`src/rtl/mu_pkg.sv`:
```
package mu_pkg;
  localparam int unsigned NUM_CH = 4;
  localparam int unsigned DATA_W = 32;
  localparam int unsigned ADDR_W = 4;
endpackage

```
`src/rtl/mu_chan.sv`:
```
// One single-word slot carrying data from a sender to a receiver.
module mu_chan #(
  parameter int unsigned DATA_W = 32
) (
  input  logic              clk_i,
  input  logic              rst_ni,
  input  logic              wr_i,
  input  logic              rd_i,
  input  logic [DATA_W-1:0] wdata_i,
  output logic              full_o,
  output logic [DATA_W-1:0] data_o,
  output logic              ovf_o
);
  logic              full_q;
  logic [DATA_W-1:0] data_q;
  logic              accept;

  // a pop in the same cycle frees the slot for the incoming word
  assign accept = wr_i & (~full_q | rd_i);
  assign ovf_o  = wr_i & full_q & ~rd_i;

  always_ff @(posedge clk_i or negedge rst_ni) begin
    if (!rst_ni) begin
      full_q <= 1'b0;
      data_q <= '0;
    end else begin
      if (accept) data_q <= wdata_i;
      if (accept)    full_q <= 1'b1;
      else if (rd_i) full_q <= 1'b0;
    end
  end

  assign full_o = full_q;
  assign data_o = data_q;

  p_fill_r2: assert property (@(posedge clk_i) disable iff (!rst_ni)
    (wr_i && !full_o) |=> full_o);
  p_keep_word_r3: assert property (@(posedge clk_i) disable iff (!rst_ni)
    (wr_i && full_o && !rd_i) |=> $stable(data_o));
  p_pop_clears_r4: assert property (@(posedge clk_i) disable iff (!rst_ni)
    (rd_i && !wr_i) |=> !full_o);
  p_collide_keeps_full_r7: assert property (@(posedge clk_i) disable iff (!rst_ni)
    (wr_i && rd_i && full_o) |=> (full_o && data_o == $past(wdata_i)));
endmodule

```
`src/rtl/mu_side.sv`:
```
// Register port of one core: decode, status/enables, read mux, interrupts.
module mu_side #(
  parameter int unsigned NUM_CH = 4,
  parameter int unsigned DATA_W = 32,
  parameter int unsigned ADDR_W = 4
) (
  input  logic                          clk_i,
  input  logic                          rst_ni,
  input  logic                          wr_i,
  input  logic                          rd_i,
  input  logic [ADDR_W-1:0]             addr_i,
  input  logic [DATA_W-1:0]             wdata_i,
  input  logic [NUM_CH-1:0]             tx_full_i,
  input  logic [NUM_CH-1:0]             tx_ovf_i,
  input  logic [NUM_CH-1:0]             rx_full_i,
  input  logic [NUM_CH-1:0][DATA_W-1:0] rx_data_i,
  output logic [NUM_CH-1:0]             tx_wr_o,
  output logic [NUM_CH-1:0]             rx_rd_o,
  output logic [DATA_W-1:0]             rdata_o,
  output logic                          irq_o,
  output logic                          wake_o
);
  localparam int unsigned RX_BASE   = NUM_CH;
  localparam int unsigned STAT_ADDR = 2 * NUM_CH;
  localparam int unsigned S_TXE     = 0;
  localparam int unsigned S_RXF     = NUM_CH;
  localparam int unsigned S_TIE     = 2 * NUM_CH;
  localparam int unsigned S_RIE     = 3 * NUM_CH;
  localparam int unsigned S_OVF     = 4 * NUM_CH;

  logic [NUM_CH-1:0] tie_q, rie_q;
  logic              ovf_q;
  logic              stat_wr;
  logic [NUM_CH-1:0] tx_free;

  assign tx_free = ~tx_full_i;
  assign stat_wr = wr_i & (addr_i == ADDR_W'(STAT_ADDR));

  for (genvar c = 0; c < NUM_CH; c++) begin : g_dec
    assign tx_wr_o[c] = wr_i & (addr_i == ADDR_W'(c));
    assign rx_rd_o[c] = rd_i & (addr_i == ADDR_W'(RX_BASE + c));
  end

  always_ff @(posedge clk_i or negedge rst_ni) begin
    if (!rst_ni) begin
      tie_q <= '0;
      rie_q <= '0;
      ovf_q <= 1'b0;
    end else begin
      if (stat_wr) begin
        tie_q <= wdata_i[S_TIE +: NUM_CH];
        rie_q <= wdata_i[S_RIE +: NUM_CH];
      end
      if (|tx_ovf_i)                      ovf_q <= 1'b1;
      else if (stat_wr && wdata_i[S_OVF]) ovf_q <= 1'b0;
    end
  end

  always_comb begin
    rdata_o = '0;
    if (addr_i == ADDR_W'(STAT_ADDR)) begin
      rdata_o[S_TXE +: NUM_CH] = tx_free;
      rdata_o[S_RXF +: NUM_CH] = rx_full_i;
      rdata_o[S_TIE +: NUM_CH] = tie_q;
      rdata_o[S_RIE +: NUM_CH] = rie_q;
      rdata_o[S_OVF]           = ovf_q;
    end else begin
      for (int c = 0; c < int'(NUM_CH); c++) begin
        if (addr_i == ADDR_W'(RX_BASE + c)) rdata_o = rx_data_i[c];
      end
    end
  end

  assign wake_o = |(rx_full_i & rie_q);
  assign irq_o  = wake_o | |(tx_free & tie_q);

  p_ovf_sticky_r3: assert property (@(posedge clk_i) disable iff (!rst_ni)
    (ovf_q && !(stat_wr && wdata_i[S_OVF])) |=> ovf_q);
  p_wake_implies_irq_r6: assert property (@(posedge clk_i) disable iff (!rst_ni)
    wake_o |-> irq_o);
  p_single_strobe_r8: assert property (@(posedge clk_i) disable iff (!rst_ni)
    !(wr_i && rd_i) |-> $onehot0({tx_wr_o, rx_rd_o}));
endmodule

```
`src/rtl/mu_mailbox.sv`:
```
module mu_mailbox #(
  parameter int unsigned NUM_CH = mu_pkg::NUM_CH,
  parameter int unsigned DATA_W = mu_pkg::DATA_W,
  parameter int unsigned ADDR_W = mu_pkg::ADDR_W
) (
  input  logic              clk_i,
  input  logic              rst_ni,
  input  logic              a_wr_i,
  input  logic              a_rd_i,
  input  logic [ADDR_W-1:0] a_addr_i,
  input  logic [DATA_W-1:0] a_wdata_i,
  output logic [DATA_W-1:0] a_rdata_o,
  output logic              a_irq_o,
  output logic              a_wake_o,
  input  logic              b_wr_i,
  input  logic              b_rd_i,
  input  logic [ADDR_W-1:0] b_addr_i,
  input  logic [DATA_W-1:0] b_wdata_i,
  output logic [DATA_W-1:0] b_rdata_o,
  output logic              b_irq_o,
  output logic              b_wake_o
);
  logic [NUM_CH-1:0]             a_tx_wr, a_rx_rd, b_tx_wr, b_rx_rd;
  logic [NUM_CH-1:0]             ab_full, ab_ovf, ba_full, ba_ovf;
  logic [NUM_CH-1:0][DATA_W-1:0] ab_data, ba_data;

  for (genvar c = 0; c < NUM_CH; c++) begin : g_ch
    mu_chan #(.DATA_W(DATA_W)) u_ab (
      .clk_i(clk_i), .rst_ni(rst_ni),
      .wr_i(a_tx_wr[c]), .rd_i(b_rx_rd[c]), .wdata_i(a_wdata_i),
      .full_o(ab_full[c]), .data_o(ab_data[c]), .ovf_o(ab_ovf[c]));
    mu_chan #(.DATA_W(DATA_W)) u_ba (
      .clk_i(clk_i), .rst_ni(rst_ni),
      .wr_i(b_tx_wr[c]), .rd_i(a_rx_rd[c]), .wdata_i(b_wdata_i),
      .full_o(ba_full[c]), .data_o(ba_data[c]), .ovf_o(ba_ovf[c]));
  end

  mu_side #(.NUM_CH(NUM_CH), .DATA_W(DATA_W), .ADDR_W(ADDR_W)) u_side_a (
    .clk_i(clk_i), .rst_ni(rst_ni),
    .wr_i(a_wr_i), .rd_i(a_rd_i), .addr_i(a_addr_i), .wdata_i(a_wdata_i),
    .tx_full_i(ab_full), .tx_ovf_i(ab_ovf), .rx_full_i(ba_full), .rx_data_i(ba_data),
    .tx_wr_o(a_tx_wr), .rx_rd_o(a_rx_rd), .rdata_o(a_rdata_o),
    .irq_o(a_irq_o), .wake_o(a_wake_o));

  mu_side #(.NUM_CH(NUM_CH), .DATA_W(DATA_W), .ADDR_W(ADDR_W)) u_side_b (
    .clk_i(clk_i), .rst_ni(rst_ni),
    .wr_i(b_wr_i), .rd_i(b_rd_i), .addr_i(b_addr_i), .wdata_i(b_wdata_i),
    .tx_full_i(ba_full), .tx_ovf_i(ba_ovf), .rx_full_i(ab_full), .rx_data_i(ab_data),
    .tx_wr_o(b_tx_wr), .rx_rd_o(b_rx_rd), .rdata_o(b_rdata_o),
    .irq_o(b_irq_o), .wake_o(b_wake_o));
endmodule

```
`config.mk`:
```
export PLATFORM = sky130hd
export DESIGN_NAME = mu_mailbox
export DESIGN_NICKNAME = d
export VERILOG_FILES = /design/src/rtl/mu_pkg.sv /design/src/rtl/mu_chan.sv /design/src/rtl/mu_side.sv /design/src/rtl/mu_mailbox.sv
export SDC_FILE = /design/constraint.sdc
export NUM_CORES = 1
export LEC_CHECK = 0
export ABC_AREA = 0
export BUFFER_PORTS_ARGS = -buffer_cell sky130_fd_sc_hd__buf_2
export CORE_ASPECT_RATIO = 2
export CORE_MARGIN = 2
export CORE_UTILIZATION = 64
export DETAILED_ROUTE_END_ITERATION = 8
export GPL_TIMING_DRIVEN = 0
export PLACE_DENSITY = 0.9
export REMOVE_ABC_BUFFERS = 1
export SLEW_MARGIN = 20
export SYNTH_ARGS = -nofsm -noshare
export SYNTH_HDL_FRONTEND = slang
export SYNTH_HIERARCHICAL = 1
export SYNTH_SLANG_ARGS = --single-unit
```
`constraint.sdc`:
```
create_clock -name clk_i -period 4.9 [get_ports clk_i]
set_input_delay 0.98 -clock clk_i [delete_from_list [all_inputs] [get_ports clk_i]]
set_output_delay 0.98 -clock clk_i [all_outputs]
set_load 0.005 [all_outputs]
```
==> impl_metrics.env, run 1 <==
export IMPL_pre_cts_slack_ns=0.2729
export IMPL_post_synth_top_area_cell="dfrtp_1"
export IMPL_power_frac_seq_pct=49.5
export IMPL_setup_viol=0
export IMPL_grt_overflow=0
export IMPL_postCtsSetupRepairBufs=0
export IMPL_grt_pass1_wl_um=61240
export IMPL_hold_ws_ns=0.4377
export IMPL_path_class="in -> out"
export IMPL_core_sq_mm=0.02254
export IMPL_layout_setup_ws_ns=0.1440
export IMPL_ir_drop_v=0.0003396
export IMPL_wl_met2_um=20350
export IMPL_grt_pass1_vias=11017
export IMPL_clk_path_buf_depth=3
export IMPL_cts_tree="done"
export IMPL_area_growth_pct=8.942
export IMPL_clockRootBuffer="clkbuf_16"
export IMPL_ys_seq_elements=282
export IMPL_yosys_area_top_type_share_pct=48.40
export IMPL_endpoint_kind="primary output"
export IMPL_final_cell_mix="dfrtp_1 (282), mux2_4 (240), buf_2 (144)"
export IMPL_clkLatencyLatePin_ns=0.52
export IMPL_die_height_um=217.4
export IMPL_drt_met1_wl_um=13650
export IMPL_core_rowCount=78
export IMPL_synth_warning_count=6
export IMPL_dr_pass1_iters=5
export IMPL_die_w_um=110.7
export IMPL_drive_gt1_share_pct=39.45
export IMPL_p_switching_uw=1801
export IMPL_grt_max_degree=105
export IMPL_intPower_uw=4792
export IMPL_post_cts_resize_count=0
export IMPL_synth_edff_count=0
export IMPL_final_common_cell="dfrtp_1"
export IMPL_cts_sinks=282
export IMPL_netlist_area_sq_mm=0.01458
export IMPL_finalClockSkew_ns=0.01060
export IMPL_remaining_drc_errors=0
export IMPL_grt_util_all_layers_pct=31.98
export IMPL_finalCriticalPeriod_ns=4.756
export IMPL_hp_class="in -> async"
export IMPL_p_comb_share_pct=21.3
export IMPL_drt_iter0_drc=1087
export IMPL_nets=1290
export IMPL_dr_total_vias=9863
export IMPL_drtAntennaViolNets=0
export IMPL_synthCells=1110
export IMPL_swShare_pct=27.32
export IMPL_dp_hpwl_um=23510
export IMPL_die_area_sq_mm=0.02408
export IMPL_r2r_end="g_ch[0].u_ba/data_o[25]"
export IMPL_status="complete, no violations"
export IMPL_io_buffers=145
export IMPL_reg2reg_from="g_ch[0].u_ba/full_o"
export IMPL_ys_flop_type="dfrtp_1"
export IMPL_p_clk_share_pct=29.3
export IMPL_ys_types=34
export IMPL_cap_violations=0
export IMPL_relSlewSlack_pct=25.37
export IMPL_clk_pin_slew_ns=0.07
export IMPL_cp_start_kind="input pin"
export IMPL_rrSetupSlack_ns=3.03
export IMPL_rsz0062_at_grt="false"
export IMPL_hold_violations=0
export IMPL_ioPinCount=146
export IMPL_power_density_mw_per_mm2=415.1
export IMPL_synthTopCellsByArea="dfrtp_1 (48%), mux2_4 (25%), buf_12 (3.3%)"
export IMPL_vias_per_cell=6.510
export IMPL_postCtsHoldBufs=0
export IMPL_antenna_found_initial=8
export IMPL_fmax_mhz=210.3
export IMPL_leakage_uw=0.008054
export IMPL_totalPowerFinal_uw=6593
export IMPL_worst_pin_slew_ns=1.119
export IMPL_required_ns=3.92
export IMPL_h_tree_depth=1
export IMPL_avgSynthCellArea_sq_um=13.13
export IMPL_wl_um=38930
export IMPL_drv_slew=0
export IMPL_ys_async_sr_fraction_pct=100.0
export IMPL_wl_met3_um=2698
export IMPL_cts_buffers=25
export IMPL_wl_per_cell_um=25.70
export IMPL_ys_seq_area_share_pct=48.40
export IMPL_period_share_pct=97.06
export IMPL_crit_path_max_fanout=57
export IMPL_cp_arrival_ns=3.78
export IMPL_initial_utilization_pct=64.67
export IMPL_top_layer="met5"
export IMPL_gp_congestion=0.8394
export IMPL_rr_worst_depth=3
power by group through the flow:
stage / Combinational [uW] / Clock [uW] / Sequential, uW
4_1_cts: 1390 / 1930 / 3240
5_1_grt: 1490 / 2030 / 3310
2_1_floorplan: 997 / 0 / 3130
3_5_place_dp: 1350 / 0 / 3260
6_report: 1400 / 1930 / 3260
3_3_place_gp: 1270 / 0 / 3220
synth_stat cells, types with 6 or more instances:
cell and number:
dfrtp_1 282, mux2_4 240, a21oi_1 78, o21ai_0 64, nand2_1 52, inv_1 48, nor2_1 36, nand2b_1 34
nor2b_1 34, mux2_2 32, o2111ai_1 32, o221ai_1 32, clkbuf_1 26, buf_12 24, a22oi_1 20, buf_2 14
nand2_4 10, nand2b_4 8, buf_4 6
flip-flops by register name (all words and copies together) (netlist names):
| signal | count |
|---|---|
| g_ch.u_ab/data_o | 128 |
| g_ch.u_ba/data_o | 128 |
| g_ch.u_ab/full_o | 4 |
| g_ch.u_ba/full_o | 4 |
| u_side_a/rie_q | 4 |
| u_side_a/tie_q | 4 |
| u_side_b/rie_q | 4 |
| u_side_b/tie_q | 4 |
| u_side_a/ovf_q | 1 |
| u_side_b/ovf_q | 1 |
metal layers:
| metal | global-route usage, % | up-vias |
|---|---|---|
| met5 | 0 | - |
| met1 | 35.91 | 5008 |
| met3 | 5.642 | 163 |
| met4 | 20.79 | 2 |
| li1 | - | 4142 |
| met2 | 55.75 | 548 |
critical path: stages:
cell and delay (ns):
buf_2 0.81, or2_1 0.87, or3b_4 0.51, o21ai_0 0.15
a21oi_1 0.26, buf_2 0.17
worst max path at each step:
stage                              endpoint         from  slack, ns
finish                        a_rdata_o[22]  a_addr_i[1]       0.14
global route                   a_rdata_o[7]  a_addr_i[1]       0.12
CTS                           a_rdata_o[29]  a_addr_i[1]       0.25
detailed placement            a_rdata_o[29]  a_addr_i[1]       0.27
global placement    g_ch[0].u_ba/data_o[19]       rst_ni      -2.04
floorplan                      a_rdata_o[0]  a_addr_i[2]       0.94
area by class of cell:
cell class | instances | area [sq um]
clock buffers | 37 | 720.7
well taps | 280 | 350.3
multi-input cells | 702 | 6616
diodes | 8 | 20.02
repair buffers | 153 | 883.3
fillers | 1389 | 6661
flip-flops and latches | 282 | 7057
inverters | 48 | 180.2
clock inverters | 5 | 55.05
stage by stage:
stage                     area [sq um]  cells  setup TNS (ns)  util, %
after global routing             15880   1514               0    70.44
after global placement           14910   1457         -709.32    66.16
final                            15880   1515               0    70.45
after detailed placement         15090   1465               0    66.92
after CTS                        15860   1507               0    70.36
after floorplan                  13840   1032               0        -
cell families (layout without fill, tap and decap cells):
logic type / count (synthesis) / count (layout) / share of synthesized area [%]
other: 0 / 8 / 0
muxes: 272 / 272 / 27.19
AOI/OAI and AO/OA: 232 / 232 / 10.02
and+or+nand+nor: 198 / 198 / 8.067
buffers and inverters: 126 / 243 / 6.316
DFF: 282 / 282 / 48.40
Power figures use the tool's default switching activity.
==> inputs of run 2 (changes only) <==
--- a/config.mk
+++ b/config.mk
@@ -5,8 +5,9 @@
 export SDC_FILE = /design/constraint.sdc
 export NUM_CORES = 1
 export LEC_CHECK = 0
-export ABC_AREA = 0
+export ABC_AREA = 1
 export BUFFER_PORTS_ARGS = -buffer_cell sky130_fd_sc_hd__buf_2
+export CAP_MARGIN = 20
 export CORE_ASPECT_RATIO = 2
 export CORE_MARGIN = 2
 export CORE_UTILIZATION = 64
==> run 2 against run 1 <==
Via count rose by 46%. First-iteration DRC count rose by 77%. Non-clock buffer count rose by 17. Combinational power fell by 14%. Final cell count rose by 50%. Synthesized cell count rose by 71%. Total power fell by 1.4%. Die area rose by 0.17%. Sequential power fell by 3%.
==> impl_metrics.env, run 2 <==
export IMPL_drtAntennaViolNets=0
export IMPL_netlist_top_cells_count="nand2_1 (634), nand3_1 (450), dfrtp_1 (282), nor2_1 (174), nand2_2 (84)"
export IMPL_postCtsHoldBufs=0
export IMPL_period_share_pct=78.59
export IMPL_synth_most_common_cell="nand2_1"
export IMPL_clkLatencyLatePin_ns=0.53
export IMPL_drive_gt1_share_pct=17.84
export IMPL_cp_common_cell="buf_2"
export IMPL_final_util_pct=72.13
export IMPL_path_class="in -> out"
export IMPL_finalCriticalPeriod_ns=3.851
export IMPL_ioPinCount=146
export IMPL_wl_um=46210
export IMPL_ys_seq_elements=282
export IMPL_cp_start_kind="input pin"
export IMPL_gp_congestion=0.8774
export IMPL_synth_warning_count=6
export IMPL_clk_path_buf_depth=3
export IMPL_dr_total_vias=14355
export IMPL_die_height_um=217.6
export IMPL_nets=2045
export IMPL_avgSynthCellArea_sq_um=7.711
export IMPL_dp_hpwl_um=27790
export IMPL_area_growth_pct=11.34
export IMPL_hold_ws_ns=0.3404
export IMPL_die_w_um=110.8
export IMPL_relSlewSlack_pct=55.46
export IMPL_core_rowCount=78
export IMPL_final_cell_mix="nand2_1 (634), nand3_1 (450), dfrtp_1 (282)"
export IMPL_required_ns=3.92
export IMPL_ir_drop_v=0.0003253
export IMPL_wl_per_cell_um=20.38
export IMPL_final_common_cell="nand2_1"
export IMPL_initial_utilization_pct=64.78
export IMPL_netlist_area_sq_mm=0.01460
export IMPL_fmax_mhz=259.7
export IMPL_dr_pass1_iters=6
export IMPL_h_tree_depth=1
export IMPL_core_sq_mm=0.02254
export IMPL_design_area_sq_mm=0.01626
export IMPL_endpoint_kind="primary output"
export IMPL_antenna_found_initial=3
export IMPL_post_synth_top_area_cell="dfrtp_1"
export IMPL_power_density_mw_per_mm2=399.7
export IMPL_grt_pass1_wl_um=72460
export IMPL_cpPeakStageDelay_ns=0.46
export IMPL_synth_edff_count=0
export IMPL_die_area_sq_mm=0.02412
export IMPL_rsz0062_at_grt="false"
export IMPL_postCtsSetupRepairBufs=0
export IMPL_path_cells="buf_2 > nor2_4 > nand3_2 > inv_1 > nand2_1 > nand3_1 > buf_2"
export IMPL_cts_sinks=282
export IMPL_yosys_area_top_type_share_pct=48.32
export IMPL_worst_pin_slew_ns=0.6666
export IMPL_cap_violations=0
export IMPL_cts_tree="done"
export IMPL_status="complete, no violations"
export IMPL_drt_iter0_drc=1927
export IMPL_drv_slew=0
export IMPL_io_buffers=145
export IMPL_synthTopCellsByArea="dfrtp_1 (48%), nand2_1 (16%), nand3_1 (15%)"
export IMPL_hp_class="in -> async"
export IMPL_leakage_uw=0.008901
export IMPL_crit_path_max_fanout=14
export IMPL_post_cts_resize_count=0
export IMPL_ys_types=23
export IMPL_grt_pass1_vias=14365
export IMPL_clk_pin_slew_ns=0.07
export IMPL_setup_viol=0
export IMPL_cp_slowest_cell="inv_1"
export IMPL_grt_util_all_layers_pct=37.32
export IMPL_cp_arrival_ns=2.87
export IMPL_synthCells=1894
export IMPL_ys_flop_type="dfrtp_1"
export IMPL_remaining_drc_errors=0
export IMPL_grt_max_degree=105
export IMPL_ys_async_sr_fraction_pct=100.0
export IMPL_ys_seq_area_share_pct=48.32
export IMPL_place_area_sq_mm=0.01536
export IMPL_clockRootBuffer="clkbuf_16"
export IMPL_vias_per_cell=6.332
export IMPL_hold_violations=0
export IMPL_grt_overflow=0
export IMPL_finalClockSkew_ns=0.008802
export IMPL_cts_buffers=25
-- run 2: routing by layer --
layer	wire (um)	vias to the layer above	track usage [%]
met5	0	-	0
li1	-	6182	-
met2	22780	1143	63.25
met4	3305	0	25.42
met1	14890	6706	42.73
met3	5231	324	7.032
-- run 2: through the flow --
step                      instances  TNS [ns]  worst slack, ns  total power (uW)
after global placement         2195   -896.94           -2.116              4191
after floorplan                1770         0           0.6401              3774
final                          2267         0            1.049              6499
after CTS                      2264         0            1.164              6464
after detailed placement       2220         0            1.194              4315
after global routing           2267         0           0.9716              6752
-- run 2: logic make-up after synthesis --
family / Yosys count / synth area share (%)
buffers and inverters: 206 / 8.396
AND/OR/NAND/NOR: 1390 / 42.60
flip-flops: 282 / 48.32
AO/OA/AOI/OAI: 16 / 0.6854
-- run 2: final timing paths --
path | cells after the start | start | end | slack, ns
min in group clk_i | 2 | g_ch[0].u_ba/data_o[17] | g_ch[0].u_ba/data_o[17] | 0.47
hold / removal | 1 | rst_ni | g_ch[0].u_ba/data_o[31] | 0.34
hold reg to reg | 2 | g_ch[0].u_ba/data_o[17] | g_ch[0].u_ba/data_o[17] | 0.47
setup reg to reg | 4 | g_ch[1].u_ba/full_o | g_ch[1].u_ba/data_o[5] | 2.98
max in group asynchronous | 4 | rst_ni | g_ch[3].u_ab/data_o[26] | 3.02
setup / recovery | 7 | b_addr_i[0] | b_rdata_o[15] | 1.05
-- run 2: worst max-delay path, delay by kind of cell --
family	cells	cell delay [ns]
AND/OR/NAND/NOR	4	1.14
buffers and inverters	3	0.74
-- run 2: cell type report --
class	instances	area, sq um
Tap cell	280	350.3
Clock inverter	11	175.2
Inverter	82	307.8
Antenna cell	3	7.507
Multi-Input combinational cell	1406	6406
Sequential cell	282	7057
Timing Repair Buffer	170	1241
Clock buffer	33	715.7
Fill cell	1616	6284
-- run 2: power by group --
part / switching (uW) / internal (uW) / total [uW] / leakage (uW)
Clock: 901 / 1240 / 2150 / 0.000437
Sequential: 347 / 2810 / 3160 / 0.00357
Combinational: 808 / 390 / 1200 / 0.00490
==> inputs of run 3 (changes only) <==
--- a/config.mk
+++ b/config.mk
@@ -10,10 +10,10 @@
 export CAP_MARGIN = 20
 export CORE_ASPECT_RATIO = 2
 export CORE_MARGIN = 2
-export CORE_UTILIZATION = 64
+export CORE_UTILIZATION = 60
 export DETAILED_ROUTE_END_ITERATION = 8
 export GPL_TIMING_DRIVEN = 0
-export PLACE_DENSITY = 0.9
+export PLACE_DENSITY = 0.86
 export REMOVE_ABC_BUFFERS = 1
 export SLEW_MARGIN = 20
 export SYNTH_ARGS = -nofsm -noshare
==> constraint.sdc (replaced) <==
create_clock -name clk_i -period 3.8 [get_ports clk_i]
set_input_delay 0.76 -clock clk_i [delete_from_list [all_inputs] [get_ports clk_i]]
set_output_delay 0.76 -clock clk_i [all_outputs]
set_load 0.005 [all_outputs]
==> run 3 against run 2 <==
Via count down 4.7%. Global-route usage down 3.3 points. Sequential cell count unchanged. Clock power up 22%. Hold slack worse by 0.13 ns. Highest routed layer unchanged.
==> impl_metrics.env, run 3 (synthesis results as in run 2) <==
export IMPL_cts_tree="done"
export IMPL_grt_overflow=0
export IMPL_hp_class="in -> async"
export IMPL_cp_start_kind="input pin"
export IMPL_clockRootBuffer="clkbuf_16"
export IMPL_io_buffers=145
export IMPL_cap_violations=0
export IMPL_totalPowerFinal_uw=8180
export IMPL_period_share_pct=90.58
export IMPL_die_area_sq_mm=0.02568
export IMPL_fmax_mhz=290.5
export IMPL_rrSetupSlack_ns=1.92
export IMPL_top_layer="met4"
export IMPL_reg2reg_from="g_ch[3].u_ba/full_o"
export IMPL_r2r_end="g_ch[3].u_ba/data_o[10]"
export IMPL_vias_per_cell=6.017
export IMPL_drive_gt1_share_pct=17.65
export IMPL_wl_per_cell_um=19.32
export IMPL_path_class="in -> out"
export IMPL_required_ns=3.04
export IMPL_power_density_mw_per_mm2=505.1
export IMPL_worst_pin_slew_ns=0.7343
export IMPL_h_tree_depth=1
export IMPL_final_common_cell="nand2_1"
export IMPL_pre_cts_slack_ns=0.2172
export IMPL_grt_max_degree=103
export IMPL_area_growth_pct=10.89
export IMPL_rr_worst_depth=4
export IMPL_ir_drop_v=0.0003675
export IMPL_grt_util_all_layers_pct=34.07
export IMPL_relSlewSlack_pct=50.93
export IMPL_drt_iter0_drc=1351
export IMPL_layout_setup_ws_ns=0.3581
export IMPL_final_util_pct=67.69
export IMPL_leakage_uw=0.008866
export IMPL_remaining_drc_errors=0
export IMPL_finalCriticalPeriod_ns=3.442
export IMPL_rsz0062_at_grt="false"
export IMPL_cp_arrival_ns=2.68
export IMPL_initial_utilization_pct=61.05
export IMPL_drtAntennaViolNets=0
export IMPL_final_cell_mix="nand2_1 (634), nand3_1 (450), dfrtp_1 (282)"
export IMPL_hold_ws_ns=0.2065
export IMPL_clk_pin_slew_ns=0.07
export IMPL_post_cts_resize_count=0
export IMPL_ioPinCount=146
export IMPL_endpoint_kind="primary output"
export IMPL_status="complete, no violations"
export IMPL_gp_congestion=0.8613
export IMPL_drt_met1_wl_um=14590
export IMPL_dp_hpwl_um=27410
export IMPL_wl_met2_um=22660
export IMPL_core_sq_mm=0.02392
export IMPL_clk_path_buf_depth=3
export IMPL_clkLatencyLatePin_ns=0.54
export IMPL_grt_pass1_wl_um=69310
export IMPL_wl_met3_um=4356
export IMPL_die_w_um=114.3
export IMPL_cts_sinks=282
export IMPL_setup_viol=0
export IMPL_hold_violations=0
export IMPL_wl_um=43920
export IMPL_cts_buffers=25
export IMPL_dr_pass1_iters=7
export IMPL_crit_path_max_fanout=29
export IMPL_grt_pass1_vias=13809
export IMPL_finalClockSkew_ns=0.01408
export IMPL_antenna_found_initial=3
export IMPL_die_height_um=224.6
export IMPL_nets=2043
export IMPL_postCtsHoldBufs=0
export IMPL_core_rowCount=80
export IMPL_dr_total_vias=13676
export IMPL_drv_slew=0
export IMPL_postCtsSetupRepairBufs=0
run 3: routing by layer:
metal  global-route usage [%]  vias up
li1                         -     6179
met1                    38.27     6401
met2                    59.39      883
met3                    5.767      213
met4                    21.01        0
met5                        0        -
run 3: per-stage QoR:
step                 TNS, ns  instance area, sq um  cells
floorplan             -2.310                 13690   1770
global placement    -1445.41                 14770   2202
detailed placement         0                 15350   2225
CTS                        0                 16190   2270
global route               0                 16190   2273
finish                     0                 16190   2273
run 3: worst max-delay path by stage:
| stage | start | depth (start not counted) | slack, ns | to |
|---|---|---|---|---|
| CTS | b_addr_i[2] | 9 | 0.42 | b_rdata_o[10] |
| finish | b_addr_i[2] | 9 | 0.36 | b_rdata_o[10] |
| global placement | rst_ni | 1 | -3.10 | g_ch[3].u_ab/data_o[26] |
| detailed placement | b_addr_i[2] | 11 | 0.22 | g_ch[2].u_ab/data_o[12] |
| floorplan | b_addr_i[2] | 9 | -0.03 | g_ch[2].u_ab/data_o[10] |
| global route | b_addr_i[2] | 9 | 0.27 | b_rdata_o[14] |
run 3: report_power, final:
group	total (uW)	internal, uW	switching, uW
registers	4050	3620	429
logic	1510	503	1010
clock network	2620	1490	1120
run 3: cell type report:
| type | count | area (sq um) |
|---|---|---|
| inverter | 82 | 307.8 |
| clock buffer | 34 | 699.4 |
| tap | 287 | 359.1 |
| sequential | 282 | 7057 |
| antenna | 3 | 7.507 |
| multi-input combinational | 1406 | 6406 |
| timing repair buffer | 168 | 1221 |
| clock inverter | 11 | 136.4 |
| fill | 1877 | 7729 |
run 3: worst max-delay path, cell delays in order:
cell and delay (ns):
buf_2 0.10, inv_1 0.09, nor2_4 0.58, buf_16 0.25
nand2_2 0.33, nor2_1 0.20, nor2_1 0.07, nand3_1 0.14
buf_2 0.15
